--- config.mk ---
export PLATFORM = sky130hd
export DESIGN_NAME = frac_refclk_div
export DESIGN_NICKNAME = d
export VERILOG_FILES = /design/src/rtl/frac_refclk_div.sv
export SDC_FILE = /design/constraint.sdc
export NUM_CORES = 1
export LEC_CHECK = 0
export ABC_AREA = 1
export BUFFER_PORTS_ARGS = -buffer_cell sky130_fd_sc_hd__buf_2
export CORE_ASPECT_RATIO = 1.1
export CORE_MARGIN = 4
export CORE_UTILIZATION = 62
export CTS_CLUSTER_SIZE = 8
export DETAILED_ROUTE_END_ITERATION = 10
export PLACE_DENSITY = 0.9
export SYNTH_ARGS = -nofsm -noshare
export SYNTH_HDL_FRONTEND = slang
export SYNTH_SLANG_ARGS = --single-unit
--- constraint.sdc ---
create_clock -name clk -period 11.9 [get_ports clk]
set_input_delay 2.975 -clock clk [delete_from_list [all_inputs] [get_ports clk]]
set_output_delay 2.975 -clock clk [all_outputs]
set_load 0.01 [all_outputs]
--- src/rtl/frac_refclk_div.sv ---
module frac_refclk_div #(
  parameter int NSRC = 16,
  parameter int SELW = 4,
  parameter int NW = 15,
  parameter int MW = 9,
  parameter logic [31:0] KEY_A = 32'hC3A5_9D17,
  parameter logic [31:0] KEY_B = 32'h5E6B_0F42
) (
  input  logic            clk,
  input  logic            rst_n,
  input  logic [NSRC-1:0] src_tick,
  input  logic            wr_en,
  input  logic [1:0]      addr,
  input  logic [31:0]     wr_data,
  output logic [31:0]     rd_data,
  output logic            ref_out
);
  localparam int CW = NW + 1;
  localparam int SEL_LSB = 0;
  localparam int ACT_BIT = 8;
  localparam int SW_BIT = 9;
  localparam int OE_BIT = 12;
  localparam int EN_BIT = 15;
  localparam int N_LSB = 16;
  localparam int M_LSB = 23;
  localparam logic [1:0] A_CTRL = 2'd0;
  localparam logic [1:0] A_TRIM = 2'd1;
  localparam logic [1:0] A_KEY = 2'd2;

  logic [SELW-1:0] sel_q;
  logic            en_q, oe_q, sw_q, lvl_q;
  logic [NW-1:0]   pend_n, n_cur;
  logic [MW-1:0]   pend_m, m_cur, acc_q;
  logic [CW-1:0]   cnt_q;
  logic [1:0]      ust_q;

  logic          unlocked, wr_ctrl, wr_trim;
  logic          tick_sel, active, bypass, div_toggle, fall_evt, load, lvl_nxt;
  logic [MW:0]   sum;
  logic [CW-1:0] len;

  assign unlocked = (ust_q == 2'd2);
  assign wr_ctrl  = wr_en && addr == A_CTRL && unlocked;
  assign wr_trim  = wr_en && addr == A_TRIM && unlocked;
  assign tick_sel = src_tick[sel_q];
  assign active   = en_q | lvl_q;
  assign bypass   = (n_cur == '0);
  assign sum      = {1'b0, acc_q} + {1'b0, m_cur};
  assign len      = CW'(n_cur) + CW'(sum[MW]);
  assign div_toggle = tick_sel && !bypass && active && ((cnt_q + CW'(1)) >= len);
  assign lvl_nxt  = bypass ? (en_q & tick_sel) : (div_toggle ? ~lvl_q : lvl_q);
  assign fall_evt = lvl_q && !lvl_nxt;
  assign load     = sw_q && (!active || fall_evt);
  assign ref_out  = lvl_q & oe_q;

  always_ff @(posedge clk or negedge rst_n) begin
    if (!rst_n) ust_q <= 2'd0;
    else if (wr_en) begin
      if (addr == A_KEY) begin
        if (wr_data == KEY_A) ust_q <= 2'd1;
        else if (ust_q == 2'd1 && wr_data == KEY_B) ust_q <= 2'd2;
        else ust_q <= 2'd0;
      end else ust_q <= 2'd0;
    end
  end

  always_ff @(posedge clk or negedge rst_n) begin
    if (!rst_n) begin
      sel_q <= '0; en_q <= 1'b0; oe_q <= 1'b0; pend_n <= '0; pend_m <= '0;
    end else begin
      if (wr_ctrl) begin
        en_q   <= wr_data[EN_BIT];
        oe_q   <= wr_data[OE_BIT];
        pend_n <= wr_data[N_LSB +: NW];
        if (!active) sel_q <= wr_data[SEL_LSB +: SELW];
      end
      if (wr_trim) pend_m <= wr_data[M_LSB +: MW];
    end
  end

  always_ff @(posedge clk or negedge rst_n) begin
    if (!rst_n) sw_q <= 1'b0;
    else if (wr_ctrl && wr_data[SW_BIT]) sw_q <= 1'b1;
    else if (load) sw_q <= 1'b0;
  end

  always_ff @(posedge clk or negedge rst_n) begin
    if (!rst_n) begin
      n_cur <= '0; m_cur <= '0; acc_q <= '0; cnt_q <= '0; lvl_q <= 1'b0;
    end else begin
      lvl_q <= lvl_nxt;
      if (load) begin
        n_cur <= pend_n;
        m_cur <= pend_m;
        acc_q <= '0;
        cnt_q <= '0;
      end else if (!active || bypass) begin
        acc_q <= '0;
        cnt_q <= '0;
      end else if (tick_sel) begin
        if (div_toggle) begin
          cnt_q <= '0;
          acc_q <= sum[MW-1:0];
        end else cnt_q <= cnt_q + CW'(1);
      end
    end
  end

  always_comb begin
    rd_data = '0;
    case (addr)
      A_CTRL: begin
        rd_data[SEL_LSB +: SELW] = sel_q;
        rd_data[ACT_BIT]         = active;
        rd_data[SW_BIT]          = sw_q;
        rd_data[OE_BIT]          = oe_q;
        rd_data[EN_BIT]          = en_q;
        rd_data[N_LSB +: NW]     = pend_n;
      end
      A_TRIM: rd_data[M_LSB +: MW] = pend_m;
      default: ;
    endcase
  end

  a_r4_sel_hold: assert property (@(posedge clk) disable iff (!rst_n)
    (sel_q != $past(sel_q)) |-> !$past(active));

  a_r5_paired_adopt: assert property (@(posedge clk) disable iff (!rst_n)
    ((n_cur != $past(n_cur)) || (m_cur != $past(m_cur))) |-> $past(sw_q));

  a_r7_idle_low: assert property (@(posedge clk) disable iff (!rst_n)
    (!en_q && !lvl_q) |=> !lvl_q);

  a_r1_count_bound: assert property (@(posedge clk) disable iff (!rst_n)
    (active && !bypass) |-> (cnt_q <= CW'(n_cur)));

  a_r8_locked_write: assert property (@(posedge clk) disable iff (!rst_n)
    (wr_en && addr != A_KEY && ust_q != 2'd2) |=>
      ($stable(pend_n) && $stable(pend_m) && $stable(en_q) && $stable(oe_q)));
endmodule

==> impl_metrics.tcl, run 1 <==
set metrics [dict create \
    syn_to_final_growth_pct 11.0 \
    rows 34 \
    end_kind "output pin" \
    cts_setup_buffers 0 \
    syn_area_per_cell_um2 7.55 \
    cts_num_sinks 83 \
    dr.pass1.iters 5 \
    report.final.slew_viol_count 0 \
    grt_max_degree 84 \
    cts_resized 0 \
    htreeDepth 3 \
    worstSkewPairLatency_ns 0.37 \
    vias_per_cell 5.35 \
    netlist_area_um2 5250 \
    drt_iter0_markers 376 \
    met1_usage 0.340 \
    grt_use_total 0.253 \
    clockBufferDepth 2 \
    n_fill_cell 600 \
    netSwitchingFraction 0.413 \
    wl_mm 11.9 \
    leakage_nw 3.05 \
    grt_pass1_vias 4743 \
    grt_use_met2 0.410 \
    drv_cap 0 \
    rsz0062_at_grt "false" \
    ys.flop_type "dfrtp_1" \
    ys_seq_elements 83 \
    yosysTopAreaCell "dfrtp_1" \
    die-width_um 95.8 \
    cts_made_buffers 9 \
    synth_common_cells "nand2_1, inv_1, dfrtp_1, nor2_1, nand3_1" \
    syn-instance-count 696 \
    yosysWarnings 0 \
    n_antenna_cell 0 \
    vias 4693 \
    synth_edf_count 0 \
    cts_hold_buf 0 \
    combPwrFrac 0.344 \
    grt_pass1_wl_mm 20.7 \
    powerDensity_nw_per_um2 137 \
    grt_use_met3 0.0467 \
    root_buffer "clkbuf_8" \
    synth_area_leaders "dfrtp_1, nand2_1, inv_1, ha_1, nor2_1" \
    fin_crit_ns 7.01 \
    path_clk_slew_ns 0.10 \
    drive_gt1_frac 0.157 \
    core_um2 8080 \
    status "finished clean" \
    layout.nets 847 \
    start_kind "input pin" \
    crit_arrival_ns 4.03 \
    ys_seq_area_frac 0.395 \
    tns_ns 0 \
    initial_core_util 0.650 \
    drcViolationCount 0 \
    max_freq_ghz 0.143 \
    max_slew_margin 0.257 \
    post_drt_wl_per_cell_um 13.5 \
    worst-slew-pin-transition_ns 1.11 \
    hold_class "reg -> reg" \
    setup_viol 0 \
    yosysMostFrequentCell "nand2_1" \
    netlist-cell-type-count 37 \
    period_share 0.589 \
    worstSetupPathType "in -> out" \
    power_frac_seq 0.405 \
    critPathRequiredTime_ns 8.93 \
    peakVddDrop_uv 106 \
    p_clk_frac 0.251 \
    antenna_found_initial 0 \
    die_y_um 105 \
    final_hold_viol_count 0 \
    internal_power_w 0.000468 \
    p_switching_w 0.000329 \
    cts_tree "built" \
    crit_path_max_fanout 24 \
    ios 86 \
    synth_top_area_share 0.395 \
    drtAntennaViolNets 0 \
    portBuffers 77 \
    gp_congestion 0.917 \
    grt.busiest_layer "met2" \
    async_reset_ff_frac 1.00 \
    dpl.hpwl_mm 8.97 \
    die_area_um2 10000 \
    overflow 0 \
    clock-skew-final_ns 0.0128 \
    power.total_w 0.000797 \
]
[routing by layer]
metal	routed length [um]	share of wire
met5	0	0
met4	229	0.019
met3	776	0.065
met2	5750	0.48
met1	5140	0.43
[final timing paths]
check | from | to | slack [ns] | depth (start not counted)
max in group asynchronous | rst_n | pend_m[2]$_DFFE_PN0P_ | 8.47 | 1
min | acc_q[3]$_DFFE_PN0P_ | acc_q[3]$_DFFE_PN0P_ | 0.50 | 2
min in group asynchronous | rst_n | cnt_q[10]$_DFFE_PN0P_ | 2.78 | 1
min reg2reg | acc_q[3]$_DFFE_PN0P_ | acc_q[3]$_DFFE_PN0P_ | 0.50 | 2
max reg2reg | m_cur[2]$_DFFE_PN0N_ | m_cur[7]$_DFFE_PN0N_ | 6.29 | 27
max | addr[0] | rd_data[29] | 4.89 | 5
[cells by family (layout without fill, tap and decap cells)]
family	count (synthesis)	in the layout	synth area share
XOR/XNOR	31	31	0.0517
AND/OR/NAND/NOR	300	300	0.254
buffers and inverters	148	215	0.120
AO/OA/AOI/OAI	104	104	0.107
flip-flops	83	83	0.395
adder cells (fa/ha/maj)	29	29	0.0705
other	1	8	0.000714
[flip-flops by register name, summed over array words and instances (netlist names)]
name    cells
pend_m      9
sel_q       4
n_cur      15
pend_n     15
m_cur       9
ust_q       2
en_q        1
lvl_q       1
acc_q       9
cnt_q      16
sw_q        1
oe_q        1
[cell usage in the layout, fill, tap and decap left out, drive strengths merged]
cell / synthesis / routed
a21o: 1 / 1
a21oi: 20 / 20
buf: 18 / 78
clkbuf: 9 / 9
clkinvlp: 0 / 1
conb: 1 / 8
dfrtp: 83 / 83
fa: 1 / 1
ha: 28 / 28
inv: 121 / 127
nand2: 143 / 143
nand3: 56 / 56
nand3b: 1 / 1
nand4: 12 / 12
nor2: 70 / 70
nor3: 8 / 8
nor3b: 1 / 1
nor4: 7 / 7
o211ai: 3 / 3
o21ai: 70 / 70
o21bai: 1 / 1
o22ai: 9 / 9
or2: 2 / 2
xnor2: 4 / 4
xor2: 27 / 27
[metrics by stage]
stage	area, um^2	util	worst slack (ns)	hold slack, ns	cells
2_1_floorplan	5280	-	5.38	0.453	703
3_3_place_gp	5640	0.698	4.96	0.465	862
3_5_place_dp	5640	0.698	4.90	0.473	862
4_1_cts	5830	0.721	4.89	0.498	878
5_1_grt	5830	0.721	4.81	0.520	878
6_report	5830	0.721	4.89	0.498	878
[power by group through the flow]
| stage | sequential [W] | combinational [W] | clock [W] |
|---|---|---|---|
| after floorplan | 0.000323 | 0.000202 | 0 |
| after global placement | 0.000326 | 0.000258 | 0 |
| after detailed placement | 0.000327 | 0.000272 | 0 |
| after CTS | 0.000322 | 0.000273 | 0.000201 |
| after global routing | 0.000325 | 0.000310 | 0.000215 |
| final | 0.000323 | 0.000274 | 0.000200 |
[worst max-delay path, stage by stage]
cell and delay [ns]:
buf_2 0.10, nor2_1 0.04, inv_1 0.55, o22ai_1 0.18
buf_2 0.19
[layout make-up]
class                      instances  area [um^2]  area share
multi-input combinational        472         2570       0.442
tap                              108          135      0.0232
inverter                         121          457      0.0784
clock inverter                     7         65.1      0.0112
sequential                        83         2080       0.356
clock buffer                       9          124      0.0213
timing repair buffer              78          395      0.0678
Power figures use the tool's default switching activity.
==> inputs of run 2 (changes only) <==
--- a/config.mk
+++ b/config.mk
@@ -9,10 +9,10 @@
 export BUFFER_PORTS_ARGS = -buffer_cell sky130_fd_sc_hd__buf_2
 export CORE_ASPECT_RATIO = 1.1
 export CORE_MARGIN = 4
-export CORE_UTILIZATION = 62
+export CORE_UTILIZATION = 52
 export CTS_CLUSTER_SIZE = 8
 export DETAILED_ROUTE_END_ITERATION = 10
-export PLACE_DENSITY = 0.9
+export PLACE_DENSITY = 0.8
 export SYNTH_ARGS = -nofsm -noshare
 export SYNTH_HDL_FRONTEND = slang
 export SYNTH_SLANG_ARGS = --single-unit
==> constraint.sdc (replaced) <==
create_clock -name clk -period 6.4 [get_ports clk]
set_input_delay 1.6 -clock clk [delete_from_list [all_inputs] [get_ports clk]]
set_output_delay 1.6 -clock clk [all_outputs]
set_load 0.01 [all_outputs]
==> run 2 against run 1 <==
Net effect:
- worst setup slack got worse by 3.9 ns
- sequential share of layout area decreased by 0.28 points
- critical endpoint is now n_cur[13]$_DFFE_PN0N_
- flip-flop and latch count unchanged
- non-clock buffer count is 1 higher
- global-route usage down 4.2 points
- combinational power grew 85%
- utilization shrank 13 points
- critical path depth increased by 22
- final cell count grew 1.5%
- first-iteration DRC count decreased by 17%
- routed wire length grew 0.71%
- power up 91%
==> impl_metrics.tcl, run 2 (synthesized netlist as in run 1, its figures left out) <==
set metrics [dict create \
    multi_input_area_um2 2570 \
    drive_gt1_frac 0.158 \
    gp_congestion 0.864 \
    fin_crit_ns 5.42 \
    end_kind "register" \
    syn_to_final_growth_pct 11.8 \
    place_ws_ns 1.15 \
    largest_reg_flops 16 \
    initial_core_util 0.531 \
    worstSetupPathType "reg -> reg" \
    powerDensity_nw_per_um2 259 \
    regToRegEndpoint "n_cur[13]$_DFFE_PN0N_" \
    final_hold_viol_count 0 \
    worst-slew-pin-transition_ns 1.09 \
    rsz0062_at_grt "false" \
    worst_path_max_delay_cell "nand2_2" \
    critical-path-top-delay-family "simple AND/OR/NAND/NOR gates" \
    dpl.hpwl_mm 9.01 \
    cts_hold_buf 0 \
    start_kind "register" \
    leakage_nw 3.07 \
    antenna_found_initial 0 \
    grt_max_degree 84 \
    r2r_cells 27 \
    overflow 0 \
    grt.busiest_layer "met2" \
    final_design_area_no_fill_um2 5870 \
    crit_path_end "n_cur[13]$_DFFE_PN0N_" \
    dp_cells 875 \
    status "finished clean" \
    max_slew_margin 0.268 \
    critPathRequiredTime_ns 6.69 \
    ff2ff_setup_slack_ns 0.98 \
    drt_iter0_markers 311 \
    final_cell_mix "nand2_1, inv_1, dfrtp_1" \
    cts_made_buffers 9 \
    drtAntennaViolNets 0 \
    tns_ns 0 \
    ios 86 \
    setup_viol 0 \
    hold_class "reg -> reg" \
    regMostFlops "cnt_q" \
    drv_cap 0 \
    critPathMaxStageDelay_ns 0.80 \
    rows 38 \
    layout.nets 848 \
    worst_path_most_repeated_cell "nand2_1" \
    vias_per_cell 5.27 \
    grt_use_met2 0.359 \
    peakVddDrop_uv 149 \
    seq_area_um2 2080 \
    die-width_um 104 \
    die_area_um2 11800 \
    worstSkewPairLatency_ns 0.38 \
    grt_pass1_vias 4671 \
    layout_setup_ws_ns 0.979 \
    root_buffer "clkbuf_8" \
    wl_mm 12.0 \
    period_share 0.847 \
    reg_top3 "cnt_q: 16 flops, n_cur: 15 flops, pend_n: 15 flops" \
    path_clk_slew_ns 0.10 \
    max_freq_ghz 0.184 \
    crit_path_max_fanout 57 \
    n_fill_cell 894 \
    reg2reg_from "acc_q[2]$_DFFE_PN0P_" \
    grt_use_total 0.211 \
    mostFrequentLayoutCell "nand2_1" \
    core_um2 9890 \
    portBuffers 77 \
    path_buf_inv 0 \
    crit_start "acc_q[2]$_DFFE_PN0P_" \
    cts_resized 0 \
    die_y_um 113 \
    post_drt_wl_per_cell_um 13.4 \
    met1_usage 0.261 \
    cts_tree "built" \
    clock-skew-final_ns 0.0125 \
    crit_arrival_ns 5.71 \
    drcViolationCount 0 \
    grt_use_met3 0.0407 \
    vias 4693 \
    dr.pass1.iters 5 \
    htreeDepth 3 \
    place_area_um2 5660 \
    n_antenna_cell 0 \
    final_util 0.594 \
    cts_num_sinks 83 \
    fin_cells 891 \
    clockBufferDepth 2 \
    cts_setup_buffers 0 \
    report.final.slew_viol_count 0 \
    grt_pass1_wl_mm 20.6 \
    cp.depth 27 \
]
[run 2: cell count changes in the layout (fill, tap and decap cells not counted), sizes merged]
cell	previous run	this run
buf	78	79
inv	127	126
bufinv	0	1
[run 2: worst min-delay path by stage]
stage,startpoint,to,slack (ns),cells past startpoint
CTS,pend_m[1]$_DFFE_PN0P_,pend_m[1]$_DFFE_PN0P_,0.50,2
finish,acc_q[7]$_DFFE_PN0P_,acc_q[7]$_DFFE_PN0P_,0.49,2
global route,pend_m[7]$_DFFE_PN0P_,pend_m[7]$_DFFE_PN0P_,0.53,2
floorplan,acc_q[0]$_DFFE_PN0P_,acc_q[0]$_DFFE_PN0P_,0.45,2
detailed placement,pend_m[2]$_DFFE_PN0P_,pend_m[2]$_DFFE_PN0P_,0.47,2
global placement,acc_q[2]$_DFFE_PN0P_,acc_q[2]$_DFFE_PN0P_,0.47,2
[run 2: area by class of cell]
cell class              count  area share
multi-input cells         472       0.438
flip-flops and latches     83       0.354
inverters                 121      0.0777
repair buffers             79      0.0686
well taps                 120      0.0256
clock buffers               9      0.0211
clock inverters             7      0.0151
[run 2: tightest hold or removal path, cell delays in order (launching register included)]
cell and delay (ns):
dfrtp_1 0.36, nand2_1 0.05, nand2_1 0.05
[run 2: layer usage]
metal / share of wire / up-vias
li1: - / 2340
met1: 0.44 / 2187
met5: 0 / -
met2: 0.48 / 137
met3: 0.048 / 29
met4: 0.028 / 0
[run 2: report_power, final]
| group | switching (W) | leakage (nW) | internal, W |
|---|---|---|---|
| clock network | 0.000223 | 0.106 | 0.000191 |
| registers | 0.0000370 | 1.05 | 0.000565 |
| logic | 0.000353 | 1.92 | 0.000154 |
| total | 0.000613 | 3.07 | 0.000911 |
[run 2: stage by stage]
step / total power (W) / hold slack, ns
after detailed placement: 0.00111 / 0.473
final: 0.00152 / 0.494
after floorplan: 0.000976 / 0.453
after CTS: 0.00153 / 0.497
after global placement: 0.00110 / 0.465
after global routing: 0.00162 / 0.532
==> inputs of run 3 (changes only) <==
==> constraint.sdc (replaced) <==
create_clock -name clk -period 4.5 [get_ports clk]
set_input_delay 1.125 -clock clk [delete_from_list [all_inputs] [get_ports clk]]
set_output_delay 1.125 -clock clk [all_outputs]
set_load 0.01 [all_outputs]
==> run 3 against run 2 <==
Net effect:
- non-clock buffer count up 31
- critical endpoint is now m_cur[1]$_DFFE_PN0N_
- sequential power up 45%
- sequential share of layout area down 3.3 points
- via count up 6.2%
- global-route usage down 0.24 points
- first-iteration DRC count up 24%
- die area unchanged
- utilization up 6.0 points
- routed wire length up 16%
- the run now ends with setup timing left
- worst hold slack better by 0.0049 ns
- cell area up 10%
==> impl_metrics.tcl, run 3 (synthesized netlist as in run 1, its figures left out) <==
set metrics [dict create \
    grt_max_degree 84 \
    clockBufferDepth 2 \
    core_um2 9890 \
    initial_core_util 0.531 \
    multi_input_area_um2 2840 \
    htreeDepth 3 \
    report.final.slew_viol_count 0 \
    cts_tree "built" \
    hold_class "reg -> reg" \
    die-width_um 104 \
    reg_top3 "cnt_q: 16 flops, n_cur: 15 flops, pend_n: 15 flops" \
    dpl.hpwl_mm 9.04 \
    mostFrequentLayoutCell "nand2_1" \
    crit_arrival_ns 5.03 \
    max_slew_margin 0.322 \
    critPathMaxStageDelay_ns 0.44 \
    seq_area_um2 2080 \
    netSwitchingFraction 0.416 \
    final_design_area_no_fill_um2 6470 \
    gp_congestion 0.857 \
    worstSkewPairLatency_ns 0.38 \
    crit_path_max_fanout 6 \
    status "complete, but fails checks" \
    worst-slew-pin-transition_ns 1.02 \
    die_area_um2 11800 \
    n_antenna_cell 0 \
    place_area_um2 5770 \
    drtAntennaViolNets 0 \
    grt_pass1_vias 4614 \
    power_frac_seq 0.370 \
    ios 86 \
    vias_per_cell 5.40 \
    critPathRequiredTime_ns 4.79 \
    portBuffers 77 \
    wl_mm 13.9 \
    leakage_nw 3.32 \
    final_cell_mix "nand2_1, inv_1, dfrtp_1" \
    vias 4983 \
    setup_viol 49 \
    largest_reg_flops 16 \
    rows 38 \
    max_freq_ghz 0.211 \
    syn_to_final_growth_pct 23.2 \
    drive_gt1_frac 0.245 \
    post_drt_wl_per_cell_um 15.1 \
    drcViolationCount 0 \
    grt_pass1_wl_mm 20.5 \
    clock-skew-final_ns 0.0215 \
    violations "setup timing" \
    rsz0062_at_grt "true" \
    internal_power_w 0.00138 \
    cts_hold_buf 0 \
    drt_iter0_markers 385 \
    overflow 0 \
    regMostFlops "cnt_q" \
    layout_setup_ws_ns -0.242 \
    combPwrFrac 0.406 \
    powerDensity_nw_per_um2 364 \
    grt_use_total 0.209 \
    dr.pass1.iters 5 \
    layout.nets 880 \
    worst_path_max_delay_cell "dfrtp_1" \
    start_kind "register" \
    drv_cap 0 \
    antenna_found_initial 0 \
    final_util 0.654 \
    period_share 1.05 \
    fin_crit_ns 4.74 \
    worstSetupPathType "reg -> reg" \
    peakVddDrop_uv 270 \
    die_y_um 113 \
    p_clk_frac 0.224 \
    final_hold_viol_count 0 \
    root_buffer "clkbuf_8" \
    n_fill_cell 773 \
    p_switching_w 0.000980 \
    path_clk_slew_ns 0.09 \
    cts_made_buffers 9 \
    cts_num_sinks 83 \
    end_kind "register" \
]
## run 3: cell count changes in the layout (fill, tap and decap cells not counted), moves of 5 or more
cell	delta
nand2_1	-20
ha_4	+6
nand2_4	+5
o21ai_1	+6
buf_6	+6
nand2_2	+15
nand3_1	-5
o21ai_0	-11
ha_1	-7
buf_4	+18
o21ai_2	+5
## run 3: path summary, 6_finish.rpt
kind	start	to	slack (ns)	depth (start not counted)
min	pend_m[8]$_DFFE_PN0P_	pend_m[8]$_DFFE_PN0P_	0.50	2
min in group asynchronous	rst_n	cnt_q[11]$_DFFE_PN0P_	0.92	1
max reg2reg	acc_q[2]$_DFFE_PN0P_	m_cur[1]$_DFFE_PN0N_	-0.24	28
max	acc_q[2]$_DFFE_PN0P_	m_cur[1]$_DFFE_PN0N_	-0.24	28
max in group asynchronous	rst_n	acc_q[1]$_DFFE_PN0P_	2.93	1
min reg2reg	pend_m[8]$_DFFE_PN0P_	pend_m[8]$_DFFE_PN0P_	0.50	2
## run 3: per-stage QoR
stage	cells	setup TNS [ns]	setup WS [ns]	hold slack, ns	total power (W)
6_report	923	-6.92	-0.242	0.499	0.00236
5_1_grt	923	-24.34	-0.570	0.522	0.00250
4_1_cts	904	0	0.00253	0.498	0.00214
3_5_place_dp	888	-3.54	-0.144	0.475	0.00161
3_3_place_gp	888	0	0.0612	0.469	0.00158
2_1_floorplan	703	0	0.382	0.453	0.00139
## run 3: worst max-delay path: cells and delay by family, from the launching register on
kind | cells | cell delay, ns
AND/OR/NAND/NOR | 15 | 1.62
XOR/XNOR | 1 | 0.22
buffers and inverters | 2 | 0.34
flip-flops | 1 | 0.44
adder cells (fa/ha/maj) | 3 | 0.88
AO/OA/AOI/OAI | 7 | 1.14
## run 3: timing repair
item / CTS / global route
buffers inserted: 0 / 13
pin swaps: 3 / 24
gates cloned: 0 / 6
gates resized for setup: 8 / 66
setup endpoints to repair: 34 / 51
## run 3: area by class of cell
class | count | share of cell area
multi-input combinational | 473 | 0.439
sequential | 83 | 0.321
timing repair buffer | 110 | 0.117
inverter | 121 | 0.0706
tap | 120 | 0.0232
clock buffer | 10 | 0.0213
clock inverter | 6 | 0.00812
## run 3: power by group through the flow
stage	logic (W)	registers (W)	clock network, W
global placement	0.000716	0.000867	0
CTS	0.000753	0.000857	0.000532
global route	0.00105	0.000878	0.000564
floorplan	0.000535	0.000853	0
finish	0.000956	0.000872	0.000528
detailed placement	0.000742	0.000869	0
## run 3: routing by layer
metal  share of wire  vias to the layer above  global-route usage
met2            0.50                      200               0.359
met3           0.056                       35              0.0272
met4           0.029                        0              0.0957
li1                -                     2414                   -
met1            0.41                     2334               0.264
met5               0                        -                   0
